[src/rtl/atomic_rmw_pkg.sv]
package atomic_rmw_pkg;
   localparam int OPC_W = 6;

   typedef enum logic [2:0] {
      K_WRITE, K_STORE, K_LOAD, K_SWAP, K_CMP, K_BAD
   } kind_e;

   typedef enum logic [2:0] {
      OP_ADD, OP_BIC, OP_XOR, OP_BIS, OP_SMAX, OP_SMIN, OP_UMAX, OP_UMIN
   } op_e;
endpackage

[src/rtl/atomic_rmw_decode.sv]
module atomic_rmw_decode
   import atomic_rmw_pkg::*;
(
   input  logic [OPC_W-1:0] opc,
   output kind_e            kind,
   output op_e              op
);
   // bit 3 is never looked at for store/load
   always_comb begin
      op = op_e'(opc[2:0]);
      unique case (opc[5:4])
         2'b00:   kind = (opc[3:0] == 4'h0) ? K_WRITE : K_BAD;
         2'b01:   kind = K_STORE;
         2'b10:   kind = K_LOAD;
         default: begin
            if (opc[3:0] == 4'h0)      kind = K_SWAP;
            else if (opc[3:0] == 4'h1) kind = K_CMP;
            else                       kind = K_BAD;
         end
      endcase
   end
endmodule

[src/rtl/atomic_rmw_alu.sv]
module atomic_rmw_alu
   import atomic_rmw_pkg::*;
#(
   parameter int DATA_W = 32
) (
   input  kind_e             kind,
   input  op_e               op,
   input  logic [DATA_W-1:0] old_val,
   input  logic [DATA_W-1:0] operand,
   input  logic [DATA_W-1:0] compare,
   output logic [DATA_W-1:0] new_val,
   output logic              wr,
   output logic              ret_old,
   output logic              err
);
   function automatic logic [DATA_W-1:0] apply_op(op_e o, logic [DATA_W-1:0] a,
                                                  logic [DATA_W-1:0] b);
      logic [DATA_W-1:0] r;
      unique case (o)
         OP_ADD:  r = a + b;
         OP_BIC:  r = a & ~b;
         OP_XOR:  r = a ^ b;
         OP_BIS:  r = a | b;
         OP_SMAX: r = ($signed(a) > $signed(b)) ? a : b;
         OP_SMIN: r = ($signed(a) < $signed(b)) ? a : b;
         OP_UMAX: r = (a > b) ? a : b;
         default: r = (a < b) ? a : b;
      endcase
      return r;
   endfunction

   always_comb begin
      new_val = old_val;
      wr      = 1'b0;
      ret_old = 1'b0;
      err     = 1'b0;
      unique case (kind)
         K_WRITE: begin new_val = operand; wr = 1'b1; end
         K_STORE: begin new_val = apply_op(op, old_val, operand); wr = 1'b1; end
         K_LOAD:  begin new_val = apply_op(op, old_val, operand); wr = 1'b1; ret_old = 1'b1; end
         K_SWAP:  begin new_val = operand; wr = 1'b1; ret_old = 1'b1; end
         K_CMP:   begin
            ret_old = 1'b1;
            wr      = (old_val == compare);
            if (wr) new_val = operand;
         end
         default: err = 1'b1;
      endcase
   end
endmodule

[src/rtl/atomic_rmw_mem.sv]
module atomic_rmw_mem #(
   parameter int DATA_W     = 32,
   parameter int DEPTH      = 16,
   parameter bit RESET_ROWS = 1'b1,
   localparam int ADDR_W    = $clog2(DEPTH)
) (
   input  logic              clk,
   input  logic              rst_n,
   input  logic              we,
   input  logic [ADDR_W-1:0] waddr,
   input  logic [DATA_W-1:0] wdata,
   input  logic [ADDR_W-1:0] raddr,
   output logic [DATA_W-1:0] rdata
);
   logic [DATA_W-1:0] rd_arr [DEPTH];

   for (genvar g = 0; g < DEPTH; g++) begin : g_row
      logic [DATA_W-1:0] row_q;
      if (RESET_ROWS) begin : g_rst
         always_ff @(posedge clk or negedge rst_n) begin
            if (!rst_n)                          row_q <= '0;
            else if (we && waddr == ADDR_W'(g))  row_q <= wdata;
         end
      end else begin : g_norst
         always_ff @(posedge clk) begin
            if (we && waddr == ADDR_W'(g)) row_q <= wdata;
         end
      end
      assign rd_arr[g] = row_q;
   end

   assign rdata = rd_arr[raddr];

   // a write is visible at its address on the next cycle
   assert_write_lands_R2: assert property (@(posedge clk) disable iff (!rst_n)
      we |=> rd_arr[$past(waddr)] == $past(wdata));
endmodule

[src/rtl/atomic_rmw_ctrl.sv]
module atomic_rmw_ctrl #(
   parameter int DATA_W = 32
) (
   input  logic              clk,
   input  logic              rst_n,
   input  logic              req_valid,
   output logic              req_ready,
   input  logic              rsp_ready,
   output logic              rsp_valid,
   input  logic              alu_wr,
   input  logic              alu_ret_old,
   input  logic              alu_err,
   input  logic [DATA_W-1:0] old_val,
   output logic              mem_we,
   output logic              rsp_err,
   output logic              rsp_has_data,
   output logic [DATA_W-1:0] rsp_rdata
);
   logic busy_q;
   logic accept;

   assign req_ready = !busy_q;
   assign accept    = req_valid && !busy_q;
   assign mem_we    = accept && alu_wr;
   assign rsp_valid = busy_q;

   always_ff @(posedge clk or negedge rst_n) begin
      if (!rst_n) begin
         busy_q       <= 1'b0;
         rsp_err      <= 1'b0;
         rsp_has_data <= 1'b0;
         rsp_rdata    <= '0;
      end else if (accept) begin
         busy_q       <= 1'b1;
         rsp_err      <= alu_err;
         rsp_has_data <= alu_ret_old && !alu_err;
         rsp_rdata    <= (alu_ret_old && !alu_err) ? old_val : '0;
      end else if (busy_q && rsp_ready) begin
         busy_q <= 1'b0;
      end
   end

   assert_rsp_next_R10: assert property (@(posedge clk) disable iff (!rst_n)
      req_valid && req_ready |=> rsp_valid);
   assert_rsp_hold_R9: assert property (@(posedge clk) disable iff (!rst_n)
      rsp_valid && !rsp_ready |=> rsp_valid && $stable(rsp_rdata)
                                  && $stable(rsp_err) && $stable(rsp_has_data));
   assert_err_nodata_R8: assert property (@(posedge clk) disable iff (!rst_n)
      rsp_valid && rsp_err |-> !rsp_has_data && rsp_rdata == '0);
   assert_bad_no_write_R8: assert property (@(posedge clk) disable iff (!rst_n)
      alu_err |-> !mem_we);
endmodule

[src/rtl/atomic_rmw_unit.sv]
module atomic_rmw_unit
   import atomic_rmw_pkg::*;
#(
   parameter int DATA_W     = 32,
   parameter int DEPTH      = 16,
   parameter bit RESET_ROWS = 1'b1,
   localparam int ADDR_W    = $clog2(DEPTH)
) (
   input  logic              clk,
   input  logic              rst_n,
   input  logic              req_valid,
   output logic              req_ready,
   input  logic [5:0]        req_opc,
   input  logic [ADDR_W-1:0] req_addr,
   input  logic [DATA_W-1:0] req_operand,
   input  logic [DATA_W-1:0] req_compare,
   output logic              rsp_valid,
   input  logic              rsp_ready,
   output logic              rsp_err,
   output logic              rsp_has_data,
   output logic [DATA_W-1:0] rsp_rdata
);
   if (DATA_W < 8)             $error("DATA_W must be at least 8");
   if (DEPTH < 2)              $error("DEPTH must be at least 2");
   if ((1 << ADDR_W) != DEPTH) $error("DEPTH must be a power of two");

   kind_e             kind;
   op_e               op;
   logic [DATA_W-1:0] old_val, new_val;
   logic              alu_wr, alu_ret_old, alu_err, mem_we;

   atomic_rmw_decode u_dec (.opc(req_opc), .kind(kind), .op(op));

   atomic_rmw_mem #(.DATA_W(DATA_W), .DEPTH(DEPTH), .RESET_ROWS(RESET_ROWS)) u_mem (
      .clk(clk), .rst_n(rst_n), .we(mem_we), .waddr(req_addr), .wdata(new_val),
      .raddr(req_addr), .rdata(old_val));

   atomic_rmw_alu #(.DATA_W(DATA_W)) u_alu (
      .kind(kind), .op(op), .old_val(old_val), .operand(req_operand),
      .compare(req_compare), .new_val(new_val), .wr(alu_wr),
      .ret_old(alu_ret_old), .err(alu_err));

   atomic_rmw_ctrl #(.DATA_W(DATA_W)) u_ctrl (
      .clk(clk), .rst_n(rst_n), .req_valid(req_valid), .req_ready(req_ready),
      .rsp_ready(rsp_ready), .rsp_valid(rsp_valid), .alu_wr(alu_wr),
      .alu_ret_old(alu_ret_old), .alu_err(alu_err), .old_val(old_val),
      .mem_we(mem_we), .rsp_err(rsp_err), .rsp_has_data(rsp_has_data),
      .rsp_rdata(rsp_rdata));
endmodule

[config.mk]
export PLATFORM = sky130hd
export DESIGN_NAME = atomic_rmw_unit
export DESIGN_NICKNAME = d
export VERILOG_FILES = /design/src/rtl/atomic_rmw_pkg.sv /design/src/rtl/atomic_rmw_decode.sv /design/src/rtl/atomic_rmw_alu.sv /design/src/rtl/atomic_rmw_mem.sv /design/src/rtl/atomic_rmw_ctrl.sv /design/src/rtl/atomic_rmw_unit.sv
export SDC_FILE = /design/constraint.sdc
export NUM_CORES = 1
export LEC_CHECK = 0
export BUFFER_PORTS_ARGS = -buffer_cell sky130_fd_sc_hd__clkbuf_2
export CAP_MARGIN = 15
export CORE_MARGIN = 2
export CORE_UTILIZATION = 45
export CTS_CLUSTER_DIAMETER = 40
export DETAILED_ROUTE_END_ITERATION = 8
export PLACE_DENSITY_LB_ADDON = 0.2
export SYNTH_ARGS = -nofsm -noshare
export SYNTH_HDL_FRONTEND = slang
export SYNTH_SLANG_ARGS = --single-unit
[constraint.sdc]
create_clock -name clk -period 8.3 [get_ports clk]
set_input_delay 0.415 -clock clk [delete_from_list [all_inputs] [get_ports clk]]
set_output_delay 0.415 -clock clk [all_outputs]
set_load 0.02 [all_outputs]
==> results of run 1 <==
## worst paths after layout
path	slack (ps)	to	cells past startpoint
setup / recovery	1120	u_mem.g_row[3].row_q[18]$_DFFE_PN0P_	16
hold / removal	360	u_mem.g_row[7].row_q[8]$_DFFE_PN0P_	4
setup reg to reg	1650	u_mem.g_row[3].row_q[18]$_DFFE_PN0P_	14
hold reg to reg	470	u_ctrl.rsp_rdata[21]$_DFFE_PN0P_	2
max in group asynchronous	6060	u_mem.g_row[13].row_q[5]$_DFFE_PN0P_	5
min in group asynchronous	450	u_ctrl.rsp_rdata[3]$_DFFE_PN0P_	2
## synth_stat cells, types with 6 or more instances
| master | n |
|---|---|
| a2111oi_4 | 12 |
| a211oi_1 | 20 |
| a21o_1 | 14 |
| a21oi_1 | 554 |
| a221oi_1 | 10 |
| a222oi_1 | 21 |
| a22o_1 | 7 |
| a22oi_1 | 20 |
| a311oi_1 | 8 |
| a31oi_1 | 55 |
| buf_1 | 22 |
| buf_2 | 62 |
| buf_4 | 17 |
| clkbuf_1 | 150 |
| dfrtp_1 | 547 |
| ha_1 | 101 |
| inv_1 | 92 |
| mux2_2 | 42 |
| mux2i_1 | 82 |
| mux4_2 | 125 |
| nand2_1 | 120 |
| nand2b_1 | 12 |
| nand3_1 | 22 |
| nand4_1 | 18 |
| nor2_1 | 574 |
| nor2b_1 | 13 |
| nor3_1 | 15 |
| nor4_1 | 9 |
| o211ai_1 | 20 |
| o21a_1 | 12 |
| o21ai_0 | 142 |
| o21bai_1 | 8 |
| o221ai_1 | 13 |
| o31ai_1 | 9 |
| or2_2 | 6 |
| or3_1 | 7 |
| or4_1 | 7 |
| xnor2_1 | 56 |
| xor2_1 | 45 |
## layout make-up
type / count / area, sq um
timing repair buffer: 229 / 1600
sequential: 547 / 13700
antenna: 3 / 7.51
multi-input combinational: 2259 / 15800
tap: 882 / 1100
clock inverter: 50 / 694
inverter: 94 / 353
fill: 6124 / 32500
clock buffer: 113 / 2460
## kinds of logic after synthesis
logic type	Yosys count	share of synthesized area, %
adder cells (fa/ha/maj)	102	4.16
XOR/XNOR	101	2.86
flip-flops	547	44.3
buffers and inverters	349	4.80
AND/OR/NAND/NOR	830	11.3
AO/OA/AOI/OAI	976	19.2
multiplexers	250	13.4
## cells in the final DEF, fill, tap and decap left out, types with 14 or more instances in the layout
master and instances:
buf_4 105, mux2i_1 82, o211ai_1 20, a211oi_1 18, mux4_2 125, a22oi_1 20, nor2_1 574, dfrtp_1 547
a21oi_1 554, ha_1 101, clkbuf_16 90, a31oi_1 55, a222oi_1 21, nand4_1 18, inv_1 92, nand3_1 22
xor2_1 45, nand2_1 119, a21o_1 14, clkbuf_2 109, xnor2_1 56, o21ai_0 141, mux2_2 42
## report_power, final
group / switching [uW] / internal [uW] / leakage, uW / total [uW]
registers: 427 / 3470 / 0.00684 / 3890
logic: 2290 / 1520 / 0.00728 / 3810
clock network: 1380 / 2490 / 0.00153 / 3880
## critical path, delay by kind of cell
family | cells | cell delay, ps
compound gates | 6 | 1990
simple gates | 3 | 2030
mux | 2 | 1190
buf+inv | 4 | 1460
fa+ha+maj | 1 | 360
## through the flow
step / power (uW) / utilization, % / cell area (sq um) / hold WS, ps
floorplan: 6410 / - / 30900 / 119
global placement: 7510 / 47.6 / 32500 / 460
detailed placement: 7650 / 47.6 / 32500 / 472
CTS: 11600 / 52.2 / 35600 / 329
global route: 12200 / 52.3 / 35700 / 378
finish: 11600 / 52.3 / 35700 / 357
## flip-flops by register name, indices dropped and copies added, names as in the netlist
signal / count
u_ctrl.rsp_err: 1
u_ctrl.rsp_valid: 1
u_mem.g_row.row_q: 512
u_ctrl.rsp_has_data: 1
u_ctrl.rsp_rdata: 32
## metal layers
layer	up-vias	track usage (%)	wire length [um]
li1	11424	-	-
met3	211	3.95	7650
met2	1121	49.2	50400
met4	2	12.7	4070
met1	12693	39.6	42700
met5	-	0	16
==> results.ini, run 1 <==
[placed_design]
placed_cells = 4008
gp_congestion = 0.983
dp_hpwl_mm = 71.2
io_buffers = 113
post-place-ws_ps = 750

[flow_run]
drv_cap = 0

[routing]
drt_iter0_drc = 2456
antenna_left = 0
vias_per_cell = 6.09
routed_wl_mm = 105
drcViolationCount = 0
routedWlPerCell_um = 25.1
first_pass_iters = 7
vias = 25451

[global_routing]
grt_pass1_vias = 25660
grt_usage_pct = 29.8
grt_max_degree = 180
grt_pass1_wl_mm = 159
antenna_found_initial = 3
overflow = 0

[synthesis]
ys_async_sr_fraction_pct = 100
yosys_register_bits = 547
yosys-top-cells-area = dfrtp_1 (44%), mux4_2 (9.1%), a21oi_1 (9.0%), nor2_1 (7.0%), ha_1 (4.1%)
avgSynthCellArea_sq_um = 9.79
yosysWarnings = 0
synth_area_sq_mm = 0.0309
ys_types = 82
syn-num-nets = 3335
synth-main-ff-cell = dfrtp_1
synth_cells = 3155
synth_top_area_share_pct = 44.3
yosysTopAreaCell = dfrtp_1
seq_area_frac_synth_pct = 44.3
synth-edff-count = 0

[clock_tree]
cts_buffers = 88
cts_buffer_depth = 3
root_buffer = clkbuf_16
hold_buffers = 2
cts_setup_buffers = 0
clkTransAtPathRegs_ps = 60
cts_max_level = 3
cts_tree = done
cts.repair.resized = 0
clock_latency_ps = 640
clock-sinks = 547

[critical_path]
slowest_delay_ps = 760
cp_slowest_cell = nor4b_4
cp_max_fo = 88
rr_startpoint = u_mem.g_row[10].row_q[28]$_DFFE_PN0P_
critPathLaunchType = input port
crit_top_cell = mux4_2
critPathKind = input port to flop
path_cells = clkbuf_8 > buf_12 > mux4_2 > mux4_2 > inv_1 > ha_1 > nor4_1 > nand4b_1 > nor4b_4 > o21ai_1 > o32a_1 > a311oi_1 > o211ai_1 > a222oi_1 > buf_4 > a21oi_1
critPathArrivalTime_ps = 7670
cp.required_ps = 8790
startpoint = req_addr[1]
cp-end-kind = flop

[cells_and_area]
finish.net_count = 3399
final_cell_count_no_fill = 4177
layout-drive-gt1-share_pct = 18.0
areaGrowthSynthToFinish_pct = 15.6

[timing]
hold_viol = 0
fin_crit_sh_pct = 86.6
period_needed_ps = 7180
finalClockSkew_ps = 26.7
setup_ws_ps = 1120
drv_slew = 0
max_freq_ghz = 0.139
setup_violations = 0
relSlewSlack_pct = 23.7
finalSetupTns_ps = 0
tightest_slew_ps = 1140
rsz0062_at_grt = false

[min_path]
hp-class = input port to flop
hp-start = req_operand[8]

[floorplan]
dieArea_sq_mm = 0.0707
core_area_sq_mm = 0.0682
start_util_pct = 45.3
die_h_um = 266
die_w_um = 266
core.rowCount = 96
io_pins = 114

[pwr]
ir_drop_mv = 0.153
leakage_uw = 0.0157
power_density_mw_per_mm2 = 325

[run_status]
status = completed

No activity file was read; power rests on OpenSTA's default activity.
==> run 2: changes to the inputs <==
CORE_UTILIZATION = 68   (was 45)
==> run 2 against run 1 <==
  * Die area decreased by 33%
  * Core utilization is 25 points higher
  * Total power down 1.8%
  * Combinational power increased by 3%
  * Critical path type unchanged
  * Critical endpoint is now u_mem.g_row[5].row_q[2]$_DFFE_PN0P_
==> results.ini, run 2 (synthesis results as in run 1) <==
[global_routing]
grt_usage_pct = 46.1
grt_max_degree = 177
grt_pass1_wl_mm = 164
overflow = 0
grt_pass1_vias = 27861
antenna_found_initial = 4

[critical_path]
r2r_cells = 16
crit_family = compound AO/OA/AOI/OAI gates
startpoint = req_addr[1]
critPathKind = input port to flop
cp_slowest_cell = o21ai_0
critPathLaunchType = input port
slowest_delay_ps = 780
path_depth = 19
regToRegSetupSlack_ps = 1840
cp.required_ps = 8780
critPathArrivalTime_ps = 7580
crit_buf_inv = 5
cp_max_fo = 93
rr_startpoint = u_mem.g_row[14].row_q[6]$_DFFE_PN0P_
cp-end-kind = flop
path_cells = clkbuf_8 > buf_4 > mux4_2 > mux2_2 > o21ai_0 > ha_1 > nor4_1 > nand4b_1 > a21oi_1 > nor4_1 > buf_4 > o211ai_1 > a21oi_1 > buf_4 > o21ai_0 > o221ai_1 > a222oi_1 > buf_4 > a21oi_1
worstReg2RegEnd = u_mem.g_row[5].row_q[2]$_DFFE_PN0P_
crit_top_cell = buf_4
endpoint = u_mem.g_row[5].row_q[2]$_DFFE_PN0P_

[run_status]
status = completed

[timing]
finalSetupTns_ps = 0
tightest_slew_ps = 1250
hold_viol = 0
drv_slew = 0
fin_crit_sh_pct = 85.6
max_freq_ghz = 0.141
period_needed_ps = 7100
setup_violations = 0
relSlewSlack_pct = 16.5
finalClockSkew_ps = 35.8
rsz0062_at_grt = false

[placed_design]
gp_congestion = 1.01
dp_hpwl_mm = 68.8
io_buffers = 113

[cells_and_area]
reg_top3 = u_mem.g_row.row_q (512), u_ctrl.rsp_rdata (32)
largest_register_ffs = 512
seqCellArea_sq_mm = 0.0137
mostFrequentLayoutCells = nor2_1 (574), a21oi_1 (554), dfrtp_1 (547)
finish.net_count = 3393
areaGrowthSynthToFinish_pct = 13.1
layout-drive-gt1-share_pct = 17.6
top_register = u_mem.g_row.row_q
final_common_cell = nor2_1
n_fill_cell = 2744
multi_input_area_sq_mm = 0.0158

[floorplan]
die_w_um = 217
io_pins = 114
die_h_um = 217
core_area_sq_mm = 0.0451
dieArea_sq_mm = 0.0471
start_util_pct = 68.5
core.rowCount = 78

[clock_tree]
cts_buffer_depth = 3
root_buffer = clkbuf_16
hold_buffers = 2
clock-sinks = 547
cts_max_level = 3
cts_setup_buffers = 0
clock_latency_ps = 640
cts_tree = done
cts.repair.resized = 0
cts_buffers = 77
clkTransAtPathRegs_ps = 60

[pwr]
total_power_uw = 11400
power_density_mw_per_mm2 = 326
ir_drop_mv = 0.316
leakage_uw = 0.0155

[routing]
drt_iter0_drc = 3837
antenna_left = 0
drcViolationCount = 0
first_pass_iters = 9
vias_per_cell = 7.12
vias = 27595
routedWlPerCell_um = 27.7
routed_wl_mm = 107

[min_path]
hp-class = input port to async pin

[flow_run]
drv_cap = 0

-- run 2: area by class of cell --
cell class / instances / area share [%]
multi-input cells: 2259 / 45.1
flip-flops and latches: 547 / 39.2
clock buffers: 93 / 6.01
repair buffers: 234 / 4.61
well taps: 600 / 2.15
clock inverters: 48 / 1.87
inverters: 94 / 1.01
diodes: 3 / 0.0215
-- run 2: worst min-delay path by stage --
stage                                                from                                    to  slack (ps)  cells past startpoint
after floorplan                                     rst_n            u_ctrl.rsp_err$_DFFE_PN0P_         120                      0
after global placement    u_ctrl.rsp_rdata[2]$_DFFE_PN0P_       u_ctrl.rsp_rdata[2]$_DFFE_PN0P_         460                      2
after detailed placement  u_ctrl.rsp_has_data$_DFFE_PN0P_       u_ctrl.rsp_has_data$_DFFE_PN0P_         470                      2
after CTS                                 req_operand[27]  u_mem.g_row[5].row_q[27]$_DFFE_PN0P_         350                      4
after global routing                      req_operand[27]  u_mem.g_row[4].row_q[27]$_DFFE_PN0P_         410                      4
final                                               rst_n       u_ctrl.rsp_rdata[7]$_DFFE_PN0P_         390                      2
-- run 2: stage by stage --
stage | instance area [sq um] | util (%) | worst slack (ps) | hold slack, ps | instances
2_1_floorplan | 30900 | - | 1830 | 119 | 3155
3_3_place_gp | 32100 | 71.3 | 967 | 460 | 3731
3_5_place_dp | 32100 | 71.3 | 977 | 466 | 3732
4_1_cts | 34900 | 77.5 | 1580 | 354 | 3875
5_1_grt | 34900 | 77.5 | 1080 | 411 | 3876
6_report | 34900 | 77.5 | 1200 | 386 | 3878
-- run 2: worst register-to-register path: cells and delay by family (launching register included) --
kind | cells | cell delay [ps]
AOI/OAI and AO/OA | 8 | 2870
and+or+nand+nor | 3 | 920
muxes | 2 | 910
buffers and inverters | 2 | 740
adders and majority gates | 1 | 450
DFF | 1 | 400
-- run 2: metal layers --
metal,share of wire (%),track usage (%),up-vias
met1,35,58.2,13574
li1,-,-,11404
met2,46,70.8,2103
met3,12,13.7,512
met5,0.012,0,-
met4,6.3,28.1,2
-- run 2: report_power, final --
| part | leakage, uW | internal (uW) | switching (uW) |
|---|---|---|---|
| clock network | 0.00132 | 2160 | 1340 |
| logic | 0.00730 | 1510 | 2410 |
| registers | 0.00684 | 3470 | 496 |
